--- src/rtl/drq_pkg.sv ---
package drq_pkg;
  // register field positions (decoded by the channel logic)
  localparam int REQ_SEL_LSB  = 0;
  localparam int REQ_SEL_W    = 7;
  localparam int OVR_IE_BIT   = 8;
  localparam int EVT_EN_BIT   = 9;
  localparam int SYNC_EN_BIT  = 16;
  localparam int POL_LSB      = 17;
  localparam int POL_W        = 2;
  localparam int CNT_LSB      = 19;
  localparam int CNT_W        = 5;
  localparam int SYNC_SEL_LSB = 24;
  localparam int SYNC_SEL_W   = 5;
  localparam logic [31:0] CFG_IMPL_MASK = 32'h1FFF_037F;

  typedef struct packed {
    logic [SYNC_SEL_W-1:0] syncSel;
    logic [CNT_W-1:0]      reqCount;
    logic [POL_W-1:0]      edgePol;
    logic                  syncEn;
    logic                  evtEn;
    logic                  ovrIntEn;
    logic [REQ_SEL_W-1:0]  reqSel;
  } cfg_t;

  // control -> datapath strobes
  typedef struct packed {
    logic passAll;
    logic windowOpen;
  } strobe_t;
endpackage

--- src/rtl/drqCfgReg.sv ---
module drqCfgReg
  import drq_pkg::*;
(
  input  logic        clk,
  input  logic        rstN,
  input  logic        wrEn,
  input  logic [3:0]  byteEn,
  input  logic [31:0] wdata,
  output cfg_t        cfg,
  output logic [31:0] rdata
);
  logic [31:0] regQ;
  logic [31:0] laneWord;
  logic [31:0] nextWord;
  logic        countLock;

  // count may only change while both enables are low
  assign countLock = regQ[SYNC_EN_BIT] | regQ[EVT_EN_BIT];

  for (genvar b = 0; b < 4; b++) begin : g_lane
    assign laneWord[b*8 +: 8] = byteEn[b] ? wdata[b*8 +: 8] : regQ[b*8 +: 8];
  end

  always_comb begin
    nextWord = laneWord;
    if (countLock) nextWord[CNT_LSB +: CNT_W] = regQ[CNT_LSB +: CNT_W];
    nextWord = nextWord & CFG_IMPL_MASK;
  end

  always_ff @(posedge clk or negedge rstN) begin
    if (!rstN)     regQ <= '0;
    else if (wrEn) regQ <= nextWord;
  end

  assign rdata        = regQ;
  assign cfg.reqSel   = regQ[REQ_SEL_LSB +: REQ_SEL_W];
  assign cfg.ovrIntEn = regQ[OVR_IE_BIT];
  assign cfg.evtEn    = regQ[EVT_EN_BIT];
  assign cfg.syncEn   = regQ[SYNC_EN_BIT];
  assign cfg.edgePol  = regQ[POL_LSB +: POL_W];
  assign cfg.reqCount = regQ[CNT_LSB +: CNT_W];
  assign cfg.syncSel  = regQ[SYNC_SEL_LSB +: SYNC_SEL_W];
endmodule

--- src/rtl/drqDatapath.sv ---
module drqDatapath
  import drq_pkg::*;
#(
  parameter int NUM_REQ     = 128,
  parameter int NUM_SYNC    = 32,
  parameter int SYNC_STAGES = 2
) (
  input  logic                  clk,
  input  logic                  rstN,
  input  logic [NUM_REQ-1:0]    reqIn,
  input  logic [NUM_SYNC-1:0]   syncIn,
  input  logic [REQ_SEL_W-1:0]  reqSel,
  input  logic [SYNC_SEL_W-1:0] syncSel,
  input  strobe_t               strobe,
  output logic                  syncLvl,
  output logic                  dmaReq
);
  logic                   reqLive;
  logic                   syncRaw;
  logic [SYNC_STAGES-1:0] syncPipe;

  always_comb begin
    reqLive = 1'b0;
    if (int'(reqSel) < NUM_REQ) reqLive = reqIn[reqSel];
    syncRaw = 1'b0;
    if (int'(syncSel) < NUM_SYNC) syncRaw = syncIn[syncSel];
  end

  // resynchronizer for the chosen trigger
  for (genvar s = 0; s < SYNC_STAGES; s++) begin : g_sync
    if (s == 0) begin : g_first
      always_ff @(posedge clk or negedge rstN)
        if (!rstN) syncPipe[0] <= 1'b0;
        else       syncPipe[0] <= syncRaw;
    end else begin : g_next
      always_ff @(posedge clk or negedge rstN)
        if (!rstN) syncPipe[s] <= 1'b0;
        else       syncPipe[s] <= syncPipe[s-1];
    end
  end

  assign syncLvl = syncPipe[SYNC_STAGES-1];
  assign dmaReq  = reqLive & (strobe.passAll | strobe.windowOpen);
endmodule

--- src/rtl/drqControl.sv ---
module drqControl
  import drq_pkg::*;
(
  input  logic             clk,
  input  logic             rstN,
  input  logic [CNT_W-1:0] reqCount,
  input  logic [POL_W-1:0] edgePol,
  input  logic             syncEn,
  input  logic             evtEn,
  input  logic             ovrIntEn,
  input  logic             syncLvl,
  input  logic             dmaReq,
  input  logic             dmaAck,
  input  logic             ovrClr,
  output strobe_t          strobe,
  output logic             evtOut,
  output logic             ovrFlag,
  output logic             ovrIrq
);
  logic             syncPrev;
  logic             riseSeen;
  logic             fallSeen;
  logic             syncEdge;
  logic             ackTaken;
  logic             windowOpen;
  logic [CNT_W:0]   remaining;
  logic [CNT_W-1:0] evtCnt;

  always_ff @(posedge clk or negedge rstN)
    if (!rstN) syncPrev <= 1'b0;
    else       syncPrev <= syncLvl;

  assign riseSeen   = syncLvl & ~syncPrev;
  assign fallSeen   = ~syncLvl & syncPrev;
  assign syncEdge   = syncEn & ((edgePol[0] & riseSeen) | (edgePol[1] & fallSeen));
  assign ackTaken   = dmaAck & dmaReq;
  assign windowOpen = (remaining != '0);

  // forwarding window
  always_ff @(posedge clk or negedge rstN) begin
    if (!rstN)                      remaining <= '0;
    else if (!syncEn)               remaining <= '0;
    else if (syncEdge && !windowOpen) remaining <= {1'b0, reqCount} + 1'b1;
    else if (ackTaken && windowOpen)  remaining <= remaining - 1'b1;
  end

  // sticky overrun: set wins over clear
  always_ff @(posedge clk or negedge rstN) begin
    if (!rstN) ovrFlag <= 1'b0;
    else       ovrFlag <= (ovrFlag & ~ovrClr) | (syncEdge & windowOpen);
  end

  // output event every reqCount+1 forwarded requests
  always_ff @(posedge clk or negedge rstN) begin
    if (!rstN) begin
      evtCnt <= '0;
      evtOut <= 1'b0;
    end else if (!evtEn) begin
      evtCnt <= '0;
      evtOut <= 1'b0;
    end else begin
      evtOut <= 1'b0;
      if (ackTaken) begin
        if (evtCnt == reqCount) begin
          evtCnt <= '0;
          evtOut <= 1'b1;
        end else begin
          evtCnt <= evtCnt + 1'b1;
        end
      end
    end
  end

  assign ovrIrq            = ovrFlag & ovrIntEn;
  assign strobe.passAll    = ~syncEn;
  assign strobe.windowOpen = windowOpen;
endmodule

--- src/rtl/dmaReqRouter.sv ---
module dmaReqRouter
  import drq_pkg::*;
#(
  parameter int NUM_REQ     = 128,
  parameter int NUM_SYNC    = 32,
  parameter int SYNC_STAGES = 2
) (
  input  logic                clk,
  input  logic                rstN,
  input  logic [NUM_REQ-1:0]  reqIn,
  input  logic [NUM_SYNC-1:0] syncIn,
  input  logic                dmaAck,
  input  logic                ovrClr,
  input  logic                cfgWrEn,
  input  logic [3:0]          cfgByteEn,
  input  logic [31:0]         cfgWdata,
  output logic [31:0]         cfgRdata,
  output logic                dmaReq,
  output logic                evtOut,
  output logic                ovrFlag,
  output logic                ovrIrq
);
  cfg_t    cfgQ;
  strobe_t strobe;
  logic    syncLvl;

  drqCfgReg u_cfg (
    .clk(clk), .rstN(rstN), .wrEn(cfgWrEn), .byteEn(cfgByteEn),
    .wdata(cfgWdata), .cfg(cfgQ), .rdata(cfgRdata)
  );

  drqDatapath #(
    .NUM_REQ(NUM_REQ), .NUM_SYNC(NUM_SYNC), .SYNC_STAGES(SYNC_STAGES)
  ) u_dp (
    .clk(clk), .rstN(rstN), .reqIn(reqIn), .syncIn(syncIn),
    .reqSel(cfgQ.reqSel), .syncSel(cfgQ.syncSel), .strobe(strobe),
    .syncLvl(syncLvl), .dmaReq(dmaReq)
  );

  drqControl u_ctl (
    .clk(clk), .rstN(rstN), .reqCount(cfgQ.reqCount), .edgePol(cfgQ.edgePol),
    .syncEn(cfgQ.syncEn), .evtEn(cfgQ.evtEn), .ovrIntEn(cfgQ.ovrIntEn),
    .syncLvl(syncLvl), .dmaReq(dmaReq), .dmaAck(dmaAck), .ovrClr(ovrClr),
    .strobe(strobe), .evtOut(evtOut), .ovrFlag(ovrFlag), .ovrIrq(ovrIrq)
  );
endmodule

--- config.mk ---
export PLATFORM = sky130hd
export DESIGN_NAME = dmaReqRouter
export DESIGN_NICKNAME = d
export VERILOG_FILES = /design/src/rtl/drq_pkg.sv /design/src/rtl/drqCfgReg.sv /design/src/rtl/drqDatapath.sv /design/src/rtl/drqControl.sv /design/src/rtl/dmaReqRouter.sv
export SDC_FILE = /design/constraint.sdc
export NUM_CORES = 1
export LEC_CHECK = 0
export ABC_CLOCK_PERIOD_IN_PS = 3190
export CAP_MARGIN = 40
export CORE_AREA = 4 4 92 115
export DETAILED_ROUTE_END_ITERATION = 8
export DIE_AREA = 0 0 96 119
export PLACE_DENSITY = 0.77
export SYNTH_ARGS = -nofsm -noshare
export SYNTH_HDL_FRONTEND = slang
export SYNTH_SLANG_ARGS = --single-unit
--- constraint.sdc ---
create_clock -name clk -period 3.19 [get_ports clk]
set_input_delay 0.638 -clock clk [delete_from_list [all_inputs] [get_ports clk]]
set_output_delay 0.638 -clock clk [all_outputs]
set_load 0.02 [all_outputs]
==> impl_metrics.json <==
{
  "netlist_area_mm2": 0.003261,
  "cp.arrival_ns": 2.46,
  "intPower_mw": 1.821,
  "fp.coreArea_mm2": 0.009559,
  "fmax_ghz": 0.3224,
  "finClkSkew_ns": 0.008945,
  "cts_made_buffers": 5,
  "crit_chain": "clkdlybuf4s50_1 > mux4_2 > mux2i_2 > a22oi_2 > a22oi_2 > and2_4 > a21oi_2 > buf_6",
  "finalCriticalPeriod_ns": 3.102,
  "ant_nets": 0,
  "worstSetupEndpointType": "primary output",
  "seq_power_share_pct": 26.9,
  "netlist_instances": 270,
  "outcome": "finished clean",
  "maxCapViolations": 0,
  "root_buffer": "clkbuf_16",
  "final_nets": 706,
  "grt.busiest_layer": "met2",
  "via_count": 3320,
  "cts_tree": "yes",
  "fp.dieW_um": 96,
  "dieArea_mm2": 0.01142,
  "syn_area_per_cell_um2": 12.08,
  "post_drt_wl_per_cell_um": 19.15,
  "grt-ovfl-total": 0,
  "synth_edf_count": 0,
  "clkLatencyLatePin_ns": 0.28,
  "power.total_mw": 2.830,
  "drt_iter0_drc": 153,
  "synth-seq-area-share_pct": 29.16,
  "final_cell_mix": "clkdlybuf4s50_1 (213), mux4_2 (42), dfrtp_1 (37)",
  "crit_path_top_delay_cell": "mux4_2",
  "dp_hpwl_um": 10210,
  "max-clock-path-buffers": 2,
  "grt_use_met1_pct": 21.12,
  "track_usage_pct": 20.08,
  "fp-row-count": 40,
  "start_kind": "input pin",
  "portBuffers": 216,
  "yosysWarnings": 0,
  "clkPwrFrac_pct": 16.3,
  "crit_path_max_incr_delay_ns": 0.49,
  "routed_wirelength_um": 12030,
  "synthArstFlopShare_pct": 100.0,
  "first_pass_iters": 4,
  "p_leak_nw": 2.298,
  "grt_pass1_vias": 3574,
  "synth_cell_types": 46,
  "nFillCells": 759,
  "ir_drop_v": 0.0003235,
  "finalHoldViolations": 0,
  "fin_tns_setup_ns": 0,
  "gr-usage-met2_pct": 36.37,
  "reg2reg_slack_ns": 0.48,
  "finalSetupViolations": 0,
  "cts_sinks": 38,
  "path_delay_family": "multiplexers",
  "antenna_found_initial": 2,
  "area_growth_pct": 82.89,
  "min_period_over_period_pct": 97.24,
  "use_met3_pct": 6.317,
  "dieHeight_um": 119,
  "worst_pin_slew_ns": 0.6853,
  "drive_gt1_share_pct": 24.35,
  "worstPathRequired_ns": 2.55,
  "vias_per_cell": 5.287,
  "path_buf_inv": 2,
  "synthFlopType": "dfrtp_1",
  "path_max_fanout": 2,
  "slew_viol_final": 0,
  "start_util_pct": 34.11,
  "final_common_cell": "clkdlybuf4s50_1",
  "drc": 0,
  "switching_share_pct": 35.65,
  "io_pins": 237,
  "hp-class": "input pin to asynchronous set/reset pin",
  "grt_pass1_wl_um": 17710,
  "crit_type": "input pin to primary output",
  "cts_max_level": 2,
  "p_per_area_mw_per_mm2": 474.6,
  "place.gp.congestion": 0.8542,
  "pwr-share-comb_pct": 56.8,
  "p_switching_mw": 1.009,
  "path_common_cell": "a22oi_2",
  "maxSlewHeadroom_pct": 53.96,
  "grt_max_degree": 23,
  "path_clk_slew_ns": 0.06,
  "yosys_register_bits": 38
}
==> logic make-up (layout without fill, tap and decap cells) <==
group,count (synthesis),count (layout),synth area share (%)
flops,38,38,29.16
xor+xnor,9,9,2.417
fa+ha+maj,4,4,1.535
mux,76,76,40.33
simple gates,74,74,12.09
compound gates,35,35,7.866
buf+inv,33,255,6.485
other cells,1,11,0.1150
==> path summary, 6_finish.rpt <==
| path | start | cells past startpoint | endpoint |
|---|---|---|---|
| max | reqIn[95] | 8 | dmaReq |
| min | rstN | 1 | u_ctl.evtOut$_DFF_PN0_ |
| max reg2reg | u_cfg.rdata[1]$_DFFE_PN0P_ | 11 | u_ctl.remaining[3]$_DFFE_PN0P_ |
| min reg2reg | u_dp.syncPipe[0]$_DFF_PN0_ | 0 | u_dp.syncLvl$_DFF_PN0_ |
| max in group asynchronous | rstN | 2 | u_cfg.rdata[0]$_DFFE_PN0P_ |
| min in group clk | u_dp.syncPipe[0]$_DFF_PN0_ | 0 | u_dp.syncLvl$_DFF_PN0_ |
==> layer usage <==
metal  vias to the layer above  share of wire [%]
met5                         -              0.067
met1                      1586                 34
met2                       196                 52
met4                         2                3.0
met3                        25                 11
li1                       1511                  -
==> through the flow <==
stage / std cells / util (%) / setup WS, ns / area (um^2) / hold WS, ns
after CTS: 620 / 61.03 / 0.05258 / 5834 / 0.2953
final: 628 / 62.38 / 0.08792 / 5963 / 0.2889
after global routing: 627 / 62.36 / -0.01376 / 5961 / 0.3254
after floorplan: 279 / - / 0.3232 / 3294 / 0.3312
after global placement: 611 / 58.91 / -0.5105 / 5632 / 0.3382
after detailed placement: 612 / 59.20 / -0.5046 / 5659 / 0.3484
==> registers in the layout (all words and copies together), names as in the netlist <==
signal,count
u_ctl.syncPrev,1
u_ctl.evtCnt,5
u_ctl.ovrFlag,1
u_dp.syncPipe,1
u_ctl.remaining,6
u_cfg.rdata,22
u_dp.syncLvl,1
u_ctl.evtOut,1
==> synthesized netlist by cell type (4+ instances only) <==
| master | n | share of area [%] |
|---|---|---|
| clkbuf_1 | 6 | 0.69 |
| xnor2_1 | 4 | 1.1 |
| dfrtp_1 | 38 | 29 |
| ha_1 | 4 | 1.5 |
| nand3_1 | 9 | 1.4 |
| mux4_2 | 42 | 29 |
| nor3_1 | 9 | 1.4 |
| mux2_2 | 23 | 7.9 |
| xor2_1 | 5 | 1.3 |
| inv_1 | 4 | 0.46 |
| mux2i_1 | 11 | 3.4 |
| o21ai_0 | 5 | 0.77 |
| a21oi_1 | 5 | 0.77 |
| buf_2 | 4 | 0.61 |
| nand2b_1 | 4 | 0.77 |
| nand2_1 | 21 | 2.4 |
| buf_4 | 16 | 3.7 |
| nor2_1 | 6 | 0.69 |
| a22oi_1 | 4 | 0.92 |
==> worst reg2reg max path: cells and delay by family, from the launching register on <==
family / cells / cell delay, ns
muxes: 1 / 0.32
buffers and inverters: 4 / 0.57
DFF: 1 / 0.41
AOI/OAI and AO/OA: 4 / 0.82
and+or+nand+nor: 2 / 0.48
==> cell type report <==
cell class | instances | area, um^2 | share of cell area [%]
sequential | 38 | 952.2 | 15.97
inverter | 4 | 15.01 | 0.2518
clock buffer | 7 | 132.6 | 2.224
timing repair buffer | 244 | 2466 | 41.36
antenna | 1 | 2.502 | 0.04196
tap | 126 | 157.7 | 2.644
multi-input combinational | 208 | 2237 | 37.52
==> what timing repair did <==
| item | 4_1_cts | 5_1_grt |
|---|---|---|
| cloned | 0 | 0 |
| resized for setup | 13 | 14 |
| hold buffers | 0 | 0 |
| pin swaps | 6 | 5 |
| buffers inserted | 1 | 7 |
| hold endpoints to repair | 0 | 0 |
| endpoints found under the setup margin | 1 | 1 |
==> power groups by stage <==
stage | combinational, mW | clock [mW] | sequential (mW)
5_1_grt | 1.72 | 0.494 | 0.783
6_report | 1.61 | 0.461 | 0.762
3_3_place_gp | 1.47 | 0 | 0.761
3_5_place_dp | 1.50 | 0 | 0.769
2_1_floorplan | 0.820 | 0 | 0.774
4_1_cts | 1.54 | 0.469 | 0.762
No activity file was read; power rests on OpenSTA's default activity.
